$ cat src/rtl/conv_stage_pkg.sv
package conv_stage_pkg;

   typedef enum logic {
      ST_IDLE = 1'b0,
      ST_RUN  = 1'b1
   } run_state_e;

   // Raw integer kernel weight for plane ch, kernel row kr, kernel column kc.
   function automatic int kernel_weight(input int ch, input int kr, input int kc);
      return (((ch * 5 + kr * 3 + kc * 7 + 1) % 17) - 8) * 8;
   endfunction

   // Raw bias in pixel format for plane ch.
   function automatic int plane_bias(input int ch);
      return ((ch * 29 + 3) % 61) - 30;
   endfunction

endpackage

$ cat src/rtl/conv_tap_issuer.sv
module conv_tap_issuer #(
   parameter int IMG_H  = 28,
   parameter int IMG_W  = 28,
   parameter int KSIZE  = 3,
   parameter int N_OUT  = 32,
   parameter int AW_IN  = $clog2(IMG_H * IMG_W),
   parameter int CH_W   = (N_OUT > 1) ? $clog2(N_OUT) : 1,
   parameter int KI_W   = (KSIZE > 1) ? $clog2(KSIZE) : 1
) (
   input  logic              clk,
   input  logic              rst_n,
   input  logic              go,
   output logic              rd_en,
   output logic [AW_IN-1:0]  rd_addr,
   output logic              t_vld,
   output logic              t_first,
   output logic              t_last,
   output logic              t_pad,
   output logic [CH_W-1:0]   t_ch,
   output logic [KI_W-1:0]   t_kr,
   output logic [KI_W-1:0]   t_kc
);
   localparam int PAD = KSIZE / 2;
   localparam int RW  = (IMG_H > 1) ? $clog2(IMG_H) : 1;
   localparam int CW  = (IMG_W > 1) ? $clog2(IMG_W) : 1;

   logic            issuing_q;
   logic [CH_W-1:0] ch_q;
   logic [RW-1:0]   row_q;
   logic [CW-1:0]   col_q;
   logic [KI_W-1:0] kr_q, kc_q;

   logic            outside;
   logic [AW_IN-1:0] addr_c;
   logic            end_kc, end_kr, end_col, end_row, end_ch;

   always_comb begin
      int iy, ix;
      iy      = int'(row_q) + int'(kr_q) - PAD;
      ix      = int'(col_q) + int'(kc_q) - PAD;
      outside = (iy < 0) || (iy >= IMG_H) || (ix < 0) || (ix >= IMG_W);
      addr_c  = outside ? '0 : AW_IN'(iy * IMG_W + ix);
   end

   assign end_kc  = (int'(kc_q)  == KSIZE - 1);
   assign end_kr  = (int'(kr_q)  == KSIZE - 1);
   assign end_col = (int'(col_q) == IMG_W - 1);
   assign end_row = (int'(row_q) == IMG_H - 1);
   assign end_ch  = (int'(ch_q)  == N_OUT - 1);

   always_ff @(posedge clk or negedge rst_n) begin
      if (!rst_n) begin
         issuing_q <= 1'b0;
         ch_q      <= '0;
         row_q     <= '0;
         col_q     <= '0;
         kr_q      <= '0;
         kc_q      <= '0;
      end else if (go) begin
         issuing_q <= 1'b1;
         ch_q      <= '0;
         row_q     <= '0;
         col_q     <= '0;
         kr_q      <= '0;
         kc_q      <= '0;
      end else if (issuing_q) begin
         if (!end_kc) begin
            kc_q <= kc_q + 1'b1;
         end else begin
            kc_q <= '0;
            if (!end_kr) begin
               kr_q <= kr_q + 1'b1;
            end else begin
               kr_q <= '0;
               if (!end_col) begin
                  col_q <= col_q + 1'b1;
               end else begin
                  col_q <= '0;
                  if (!end_row) begin
                     row_q <= row_q + 1'b1;
                  end else begin
                     row_q <= '0;
                     if (!end_ch) ch_q <= ch_q + 1'b1;
                     else         issuing_q <= 1'b0;
                  end
               end
            end
         end
      end
   end

   // Issue register: read strobe plus the tag that travels with it.
   always_ff @(posedge clk or negedge rst_n) begin
      if (!rst_n) begin
         rd_en   <= 1'b0;
         rd_addr <= '0;
         t_vld   <= 1'b0;
         t_first <= 1'b0;
         t_last  <= 1'b0;
         t_pad   <= 1'b0;
         t_ch    <= '0;
         t_kr    <= '0;
         t_kc    <= '0;
      end else begin
         rd_en   <= issuing_q && !outside;
         rd_addr <= addr_c;
         t_vld   <= issuing_q;
         t_first <= (kr_q == '0) && (kc_q == '0);
         t_last  <= end_kr && end_kc;
         t_pad   <= outside;
         t_ch    <= ch_q;
         t_kr    <= kr_q;
         t_kc    <= kc_q;
      end
   end
endmodule

$ cat src/rtl/conv_tag_delay.sv
module conv_tag_delay #(
   parameter int TAG_W = 8,
   parameter int DEPTH = 2
) (
   input  logic             clk,
   input  logic             rst_n,
   input  logic             in_vld,
   input  logic [TAG_W-1:0] in_tag,
   output logic             out_vld,
   output logic [TAG_W-1:0] out_tag
);
   generate
      if (DEPTH == 0) begin : g_pass
         assign out_vld = in_vld;
         assign out_tag = in_tag;
      end else begin : g_chain
         logic             vld_q [DEPTH];
         logic [TAG_W-1:0] tag_q [DEPTH];
         for (genvar s = 0; s < DEPTH; s++) begin : g_stage
            always_ff @(posedge clk or negedge rst_n) begin
               if (!rst_n) begin
                  vld_q[s] <= 1'b0;
                  tag_q[s] <= '0;
               end else if (s == 0) begin
                  vld_q[s] <= in_vld;
                  tag_q[s] <= in_tag;
               end else begin
                  vld_q[s] <= vld_q[(s == 0) ? 0 : s - 1];
                  tag_q[s] <= tag_q[(s == 0) ? 0 : s - 1];
               end
            end
         end
         assign out_vld = vld_q[DEPTH-1];
         assign out_tag = tag_q[DEPTH-1];
      end
   endgenerate
endmodule

$ cat src/rtl/conv_mac_writer.sv
module conv_mac_writer
   import conv_stage_pkg::*;
#(
   parameter int DATA_W = 16,
   parameter int WGT_W  = 8,
   parameter int W_FRAC = 6,
   parameter int ACC_W  = 30,
   parameter int CH_W   = 5,
   parameter int KI_W   = 2,
   parameter int AW_OUT = 15
) (
   input  logic                     clk,
   input  logic                     rst_n,
   input  logic                     clr,
   input  logic                     vld,
   input  logic                     first,
   input  logic                     last,
   input  logic                     pad,
   input  logic [CH_W-1:0]          ch,
   input  logic [KI_W-1:0]          kr,
   input  logic [KI_W-1:0]          kc,
   input  logic [DATA_W-1:0]        pix_in,
   output logic                     wr_en,
   output logic [AW_OUT-1:0]        wr_addr,
   output logic [DATA_W-1:0]        wr_data
);
   localparam int SAT_HI_I = (2 ** (DATA_W - 1)) - 1;
   localparam int SAT_LO_I = -(2 ** (DATA_W - 1));
   localparam logic signed [ACC_W-1:0] SAT_HI = ACC_W'(SAT_HI_I);
   localparam logic signed [ACC_W-1:0] SAT_LO = ACC_W'(SAT_LO_I);

   logic signed [DATA_W-1:0]       pix;
   logic signed [WGT_W-1:0]        wgt;
   logic signed [DATA_W+WGT_W-1:0] prod;
   logic signed [ACC_W-1:0]        bias_acc, base, sum, scaled, acc_q;
   logic signed [DATA_W-1:0]       clamped;
   logic [AW_OUT-1:0]              cnt_q;

   assign pix      = pad ? '0 : $signed(pix_in);
   assign wgt      = WGT_W'(kernel_weight(int'(ch), int'(kr), int'(kc)));
   assign prod     = pix * wgt;
   assign bias_acc = ACC_W'(plane_bias(int'(ch)) * (2 ** W_FRAC));
   assign base     = first ? bias_acc : acc_q;
   assign sum      = base + ACC_W'(prod);
   assign scaled   = sum >>> W_FRAC;

   always_comb begin
      if (scaled > SAT_HI)      clamped = DATA_W'(SAT_HI_I);
      else if (scaled < SAT_LO) clamped = DATA_W'(SAT_LO_I);
      else                      clamped = DATA_W'(scaled);
   end

   always_ff @(posedge clk or negedge rst_n) begin
      if (!rst_n) begin
         acc_q   <= '0;
         cnt_q   <= '0;
         wr_en   <= 1'b0;
         wr_addr <= '0;
         wr_data <= '0;
      end else begin
         wr_en <= 1'b0;
         if (clr) cnt_q <= '0;
         if (vld) begin
            acc_q <= sum;
            if (last) begin
               wr_en   <= 1'b1;
               wr_addr <= cnt_q;
               wr_data <= clamped;
               cnt_q   <= cnt_q + 1'b1;
            end
         end
      end
   end
endmodule

$ cat src/rtl/conv_stage.sv
module conv_stage
   import conv_stage_pkg::*;
#(
   parameter int IMG_H  = 28,
   parameter int IMG_W  = 28,
   parameter int KSIZE  = 3,
   parameter int N_OUT  = 32,
   parameter int DATA_W = 16,
   parameter int FRAC_W = 7,
   parameter int WGT_W  = 8,
   parameter int W_FRAC = 6,
   parameter int RD_LAT = 2,
   localparam int AW_IN  = $clog2(IMG_H * IMG_W),
   localparam int AW_OUT = $clog2(N_OUT * IMG_H * IMG_W)
) (
   input  logic              clk,
   input  logic              rst_n,
   input  logic              start,
   output logic              busy,
   output logic              done,
   output logic              rd_en,
   output logic [AW_IN-1:0]  rd_addr,
   input  logic [DATA_W-1:0] rd_data,
   output logic              wr_en,
   output logic [AW_OUT-1:0] wr_addr,
   output logic [DATA_W-1:0] wr_data
);
   localparam int CH_W     = (N_OUT > 1) ? $clog2(N_OUT) : 1;
   localparam int KI_W     = (KSIZE > 1) ? $clog2(KSIZE) : 1;
   localparam int ACC_W    = DATA_W + WGT_W + $clog2(KSIZE * KSIZE) + 2;
   localparam int TAG_W    = 3 + CH_W + 2 * KI_W;
   localparam int LAST_OUT = N_OUT * IMG_H * IMG_W - 1;

   generate
      if (RD_LAT < 1)            begin : g_bad_lat   $error("RD_LAT must be at least 1"); end
      if (KSIZE % 2 == 0)        begin : g_bad_k     $error("KSIZE must be odd"); end
      if (FRAC_W >= DATA_W)      begin : g_bad_frac  $error("FRAC_W must be below DATA_W"); end
      if (W_FRAC >= WGT_W + 8)   begin : g_bad_wfrac $error("W_FRAC too large"); end
      if (N_OUT < 1)             begin : g_bad_n     $error("N_OUT must be positive"); end
   endgenerate

   run_state_e state_q;
   logic       go, fin;

   assign go   = start && (state_q == ST_IDLE);
   assign fin  = wr_en && (int'(wr_addr) == LAST_OUT);
   assign busy = (state_q == ST_RUN);

   always_ff @(posedge clk or negedge rst_n) begin
      if (!rst_n) begin
         state_q <= ST_IDLE;
         done    <= 1'b0;
      end else begin
         done <= fin;
         if (go)       state_q <= ST_RUN;
         else if (fin) state_q <= ST_IDLE;
      end
   end

   logic            i_vld, i_first, i_last, i_pad;
   logic [CH_W-1:0] i_ch;
   logic [KI_W-1:0] i_kr, i_kc;

   conv_tap_issuer #(
      .IMG_H(IMG_H), .IMG_W(IMG_W), .KSIZE(KSIZE), .N_OUT(N_OUT),
      .AW_IN(AW_IN), .CH_W(CH_W), .KI_W(KI_W)
   ) i_issuer (
      .clk(clk), .rst_n(rst_n), .go(go),
      .rd_en(rd_en), .rd_addr(rd_addr),
      .t_vld(i_vld), .t_first(i_first), .t_last(i_last), .t_pad(i_pad),
      .t_ch(i_ch), .t_kr(i_kr), .t_kc(i_kc)
   );

   logic             d_vld;
   logic [TAG_W-1:0] d_tag;

   conv_tag_delay #(.TAG_W(TAG_W), .DEPTH(RD_LAT)) i_delay (
      .clk(clk), .rst_n(rst_n),
      .in_vld(i_vld),
      .in_tag({i_first, i_last, i_pad, i_ch, i_kr, i_kc}),
      .out_vld(d_vld), .out_tag(d_tag)
   );

   logic            d_first, d_last, d_pad;
   logic [CH_W-1:0] d_ch;
   logic [KI_W-1:0] d_kr, d_kc;

   assign {d_first, d_last, d_pad, d_ch, d_kr, d_kc} = d_tag;

   conv_mac_writer #(
      .DATA_W(DATA_W), .WGT_W(WGT_W), .W_FRAC(W_FRAC), .ACC_W(ACC_W),
      .CH_W(CH_W), .KI_W(KI_W), .AW_OUT(AW_OUT)
   ) i_mac (
      .clk(clk), .rst_n(rst_n), .clr(go),
      .vld(d_vld), .first(d_first), .last(d_last), .pad(d_pad),
      .ch(d_ch), .kr(d_kr), .kc(d_kc), .pix_in(rd_data),
      .wr_en(wr_en), .wr_addr(wr_addr), .wr_data(wr_data)
   );
endmodule

$ cat config.mk
export PLATFORM = sky130hd
export DESIGN_NAME = conv_stage
export DESIGN_NICKNAME = d
export VERILOG_FILES = /design/src/rtl/conv_stage_pkg.sv /design/src/rtl/conv_tap_issuer.sv /design/src/rtl/conv_tag_delay.sv /design/src/rtl/conv_mac_writer.sv /design/src/rtl/conv_stage.sv
export SDC_FILE = /design/constraint.sdc
export NUM_CORES = 1
export LEC_CHECK = 0
export ABC_AREA = 1
export BUFFER_PORTS_ARGS = -buffer_cell sky130_fd_sc_hd__buf_2
export CORE_ASPECT_RATIO = 2
export CORE_MARGIN = 1.5
export CORE_UTILIZATION = 56
export DETAILED_ROUTE_END_ITERATION = 10
export PLACE_DENSITY = 0.73
export SYNTH_ARGS = -nofsm -noshare
export SYNTH_HDL_FRONTEND = slang
export SYNTH_SLANG_ARGS = --single-unit
$ cat constraint.sdc
create_clock -name clk -period 29.5 [get_ports clk]
set_input_delay 1.475 -clock clk [delete_from_list [all_inputs] [get_ports clk]]
set_output_delay 1.475 -clock clk [all_outputs]
set_load 0.02 [all_outputs]
==> flow_metrics.env <==
export IMPL_avgRoutedWirePerCell_um=14.3
export IMPL_crit_fanout=15
export IMPL_cap_violations=0
export IMPL_crit_type="reg -> reg"
export IMPL_relSlewSlack=0.311
export IMPL_slew_viol_final=0
export IMPL_via_per_inst=5.30
export IMPL_wirelength_um=34800
export IMPL_status="completed"
export IMPL_grt_pass1_vias=13265
export IMPL_ir_drop_mv=0.0916
export IMPL_cts_root_buf="clkbuf_16"
export IMPL_clock_sinks=146
export IMPL_utilization=0.613
export IMPL_synth_most_common_cell="nand2_1"
export IMPL_avgSynthCellArea_um2=7.38
export IMPL_cp_end_kind="flop"
export IMPL_grtUsageMet1=0.258
export IMPL_synth_common_cells="nand2_1 (484), inv_1 (345), nor2_1 (160)"
export IMPL_hold_violations=0
export IMPL_drt_iter0_drc=694
export IMPL_grt_overflow=0
export IMPL_route_vias_total=12849
export IMPL_row_count=84
export IMPL_max_stage_delay_ns=0.59
export IMPL_rsz0062_at_grt="no"
export IMPL_drc=0
export IMPL_cts_tree="done"
export IMPL_post_cts_setup_buffer_count=0
export IMPL_tns_ns=0
export IMPL_grt_start_max_net_pins=86
export IMPL_dieWidth_um=118
export IMPL_io_buffers=63
export IMPL_path_clk_slew_ns=0.06
export IMPL_die_h_um=233
export IMPL_postCtsHoldBufs=0
export IMPL_finalClockSkew_ns=0.00887
export IMPL_grt_busiest_layer="met2"
export IMPL_seq_power_share=0.186
export IMPL_netlist_area_leader_share=0.246
export IMPL_gp_congestion=0.912
export IMPL_synth_edf_count=0
export IMPL_worstSkewPairLatency_ns=0.43
export IMPL_synth_area_um2=14800
export IMPL_drt_pass1_iter_count=5
export IMPL_final_setup_viol_count=0
export IMPL_grt_pass1_wl_um=59200
export IMPL_core_area_um2=26200
export IMPL_fmax_ghz=0.0679
export IMPL_initial_core_util=0.567
export IMPL_cts_buffer_depth=2
export IMPL_synth_area_leaders="dfrtp_1 (25%), ha_1 (13%), nand2_1 (12%)"
export IMPL_area_growth_pct=8.10
export IMPL_cellPowerDensity_nw_per_um2=86.0
export IMPL_power_frac_comb=0.656
export IMPL_power_switching_mw=0.678
export IMPL_placed_cell_area_um2=15500
export IMPL_synth_seq_cells=146
export IMPL_p_int_mw=0.701
export IMPL_synthFlopType="dfrtp_1"
export IMPL_grt_use_total=0.264
export IMPL_critical_path_slowest_cell="xnor2_2"
export IMPL_ant_nets=0
export IMPL_synth_seq_area_share=0.246
export IMPL_dpl_hpwl_um=28200
export IMPL_synthArstFlopShare=1.00
export IMPL_antenna_found_initial=0
export IMPL_fin_area_um2=16000
export IMPL_grt_util_met3=0.0295
export IMPL_p_total_mw=1.38
export IMPL_nets=2306
export IMPL_cts_resized=0
export IMPL_ios=64
export IMPL_cts_buffers=17
export IMPL_cp_arrival_ns=15.05
export IMPL_use_met2=0.528
export IMPL_p_clk_frac=0.159
export IMPL_worst_pin_slew_ns=1.03
export IMPL_startpoint_type="flop"
export IMPL_layout_min_cycle_time_ns=14.73
export IMPL_antenna_cells=0
export IMPL_period_share=0.499
export IMPL_synth_top_cell_by_area="dfrtp_1"
export IMPL_crit_required_ns=29.82
export IMPL_ys_types=55
export IMPL_syn_nets=2250
export IMPL_die_area_um2=27600
export IMPL_p_leak_nw=8.99
export IMPL_min_path_type="reg -> reg"
export IMPL_synthCells=2011
export IMPL_crit_path_frequent_cell="nand2_1"
export IMPL_swShare=0.492
export IMPL_htreeDepth=4
export IMPL_drive_above_1_share=0.108
export IMPL_ys_warn_count=0
power by group through the flow:
stage               sequential [mW]  combinational [mW]  clock [mW]
global route                  0.259                1.04       0.231
detailed placement            0.259               0.890           0
global placement              0.259               0.881           0
CTS                           0.256               0.900       0.223
finish                        0.256               0.904       0.219
floorplan                     0.270               0.707           0
cells by family after synthesis:
| group | synth area share |
|---|---|
| AO/OA/AOI/OAI | 0.0833 |
| buffers and inverters | 0.106 |
| flip-flops | 0.246 |
| XOR/XNOR | 0.0581 |
| multiplexers | 0.000674 |
| adder cells (fa/ha/maj) | 0.220 |
| AND/OR/NAND/NOR | 0.286 |
sequential cells by signal (all words and copies together), names as in the netlist, 5 cells and up:
name	cells
i_mac.acc_q	27
i_issuer.rd_addr	10
i_issuer.ch_q	5
i_delay.out_tag	12
i_delay.g_chain.tag_q	12
i_mac.wr_addr	15
i_issuer.col_q	5
i_issuer.row_q	5
i_mac.cnt_q	15
i_mac.wr_data	16
i_issuer.t_ch	5
cells in the final DEF, fill, tap and decap left out, types with 4 or more instances in the layout:
| cell type | count |
|---|---|
| buf_2 | 62 |
| inv_2 | 23 |
| nand2_2 | 30 |
| buf_4 | 5 |
| nor2_2 | 18 |
| ha_1 | 151 |
| nand3_1 | 104 |
| nor3_1 | 24 |
| nand3b_1 | 7 |
| nand2_1 | 484 |
| inv_1 | 345 |
| o21bai_1 | 7 |
| nand3_2 | 18 |
| o21ai_0 | 97 |
| dfrtp_1 | 146 |
| o21ai_1 | 16 |
| nor2_4 | 13 |
| nor4_1 | 6 |
| fa_1 | 69 |
| nor3b_1 | 7 |
| a21o_1 | 4 |
| a21oi_1 | 81 |
| nor2_1 | 160 |
| nand4_1 | 31 |
| o21a_1 | 4 |
| xor2_1 | 66 |
| xnor2_1 | 25 |
| clkbuf_16 | 17 |
| nand2_4 | 5 |
metal layers:
layer / vias to the layer above / wire, µm / share of wire
met2: 253 / 19400 / 0.56
met5: - / 0 / 0
met1: 6061 / 12700 / 0.37
met3: 105 / 832 / 0.024
met4: 0 / 1820 / 0.052
li1: 6430 / - / -
stage by stage:
| step | cells | setup WS (ns) | hold WS, ns |
|---|---|---|---|
| 2_1_floorplan | 2011 | 16.68 | 0.331 |
| 3_3_place_gp | 2392 | 15.35 | 0.332 |
| 3_5_place_dp | 2392 | 14.85 | 0.335 |
| 4_1_cts | 2424 | 14.81 | 0.348 |
| 5_1_grt | 2424 | 13.44 | 0.354 |
| 6_report | 2424 | 14.77 | 0.343 |
worst paths after layout:
check,slack [ns],startpoint,depth (start not counted),end
setup / recovery,14.77,i_delay.out_tag[4],86,i_mac.wr_data[2]
max in group asynchronous,27.11,rst_n,2,i_delay.g_chain.tag_q[18]
hold / removal,0.34,i_issuer.t_ch[0],0,i_delay.g_chain.tag_q[16]
hold reg to reg,0.34,i_issuer.t_ch[0],0,i_delay.g_chain.tag_q[16]
min in group asynchronous,1.08,rst_n,1,i_mac.acc_q[14]
setup reg to reg,14.77,i_delay.out_tag[4],86,i_mac.wr_data[2]
worst max-delay path, delay by kind of cell, from the launching register on:
family / cells / cell delay [ns]
AOI/OAI and AO/OA: 17 / 2.71
xor gates and xnor gates: 4 / 1.48
adders and majority gates: 12 / 4.30
buffers and inverters: 10 / 0.79
DFF: 1 / 0.51
and+or+nand+nor: 43 / 4.77
final cells by class:
class	instances	area, µm²
fillers	2416	10100
multi-input cells	1463	9620
flip-flops and latches	146	3650
inverters	371	1390
clock buffers	20	437
well taps	344	430
repair buffers	68	359
clock inverters	12	155
No activity file was read; power rests on OpenSTA's default activity.
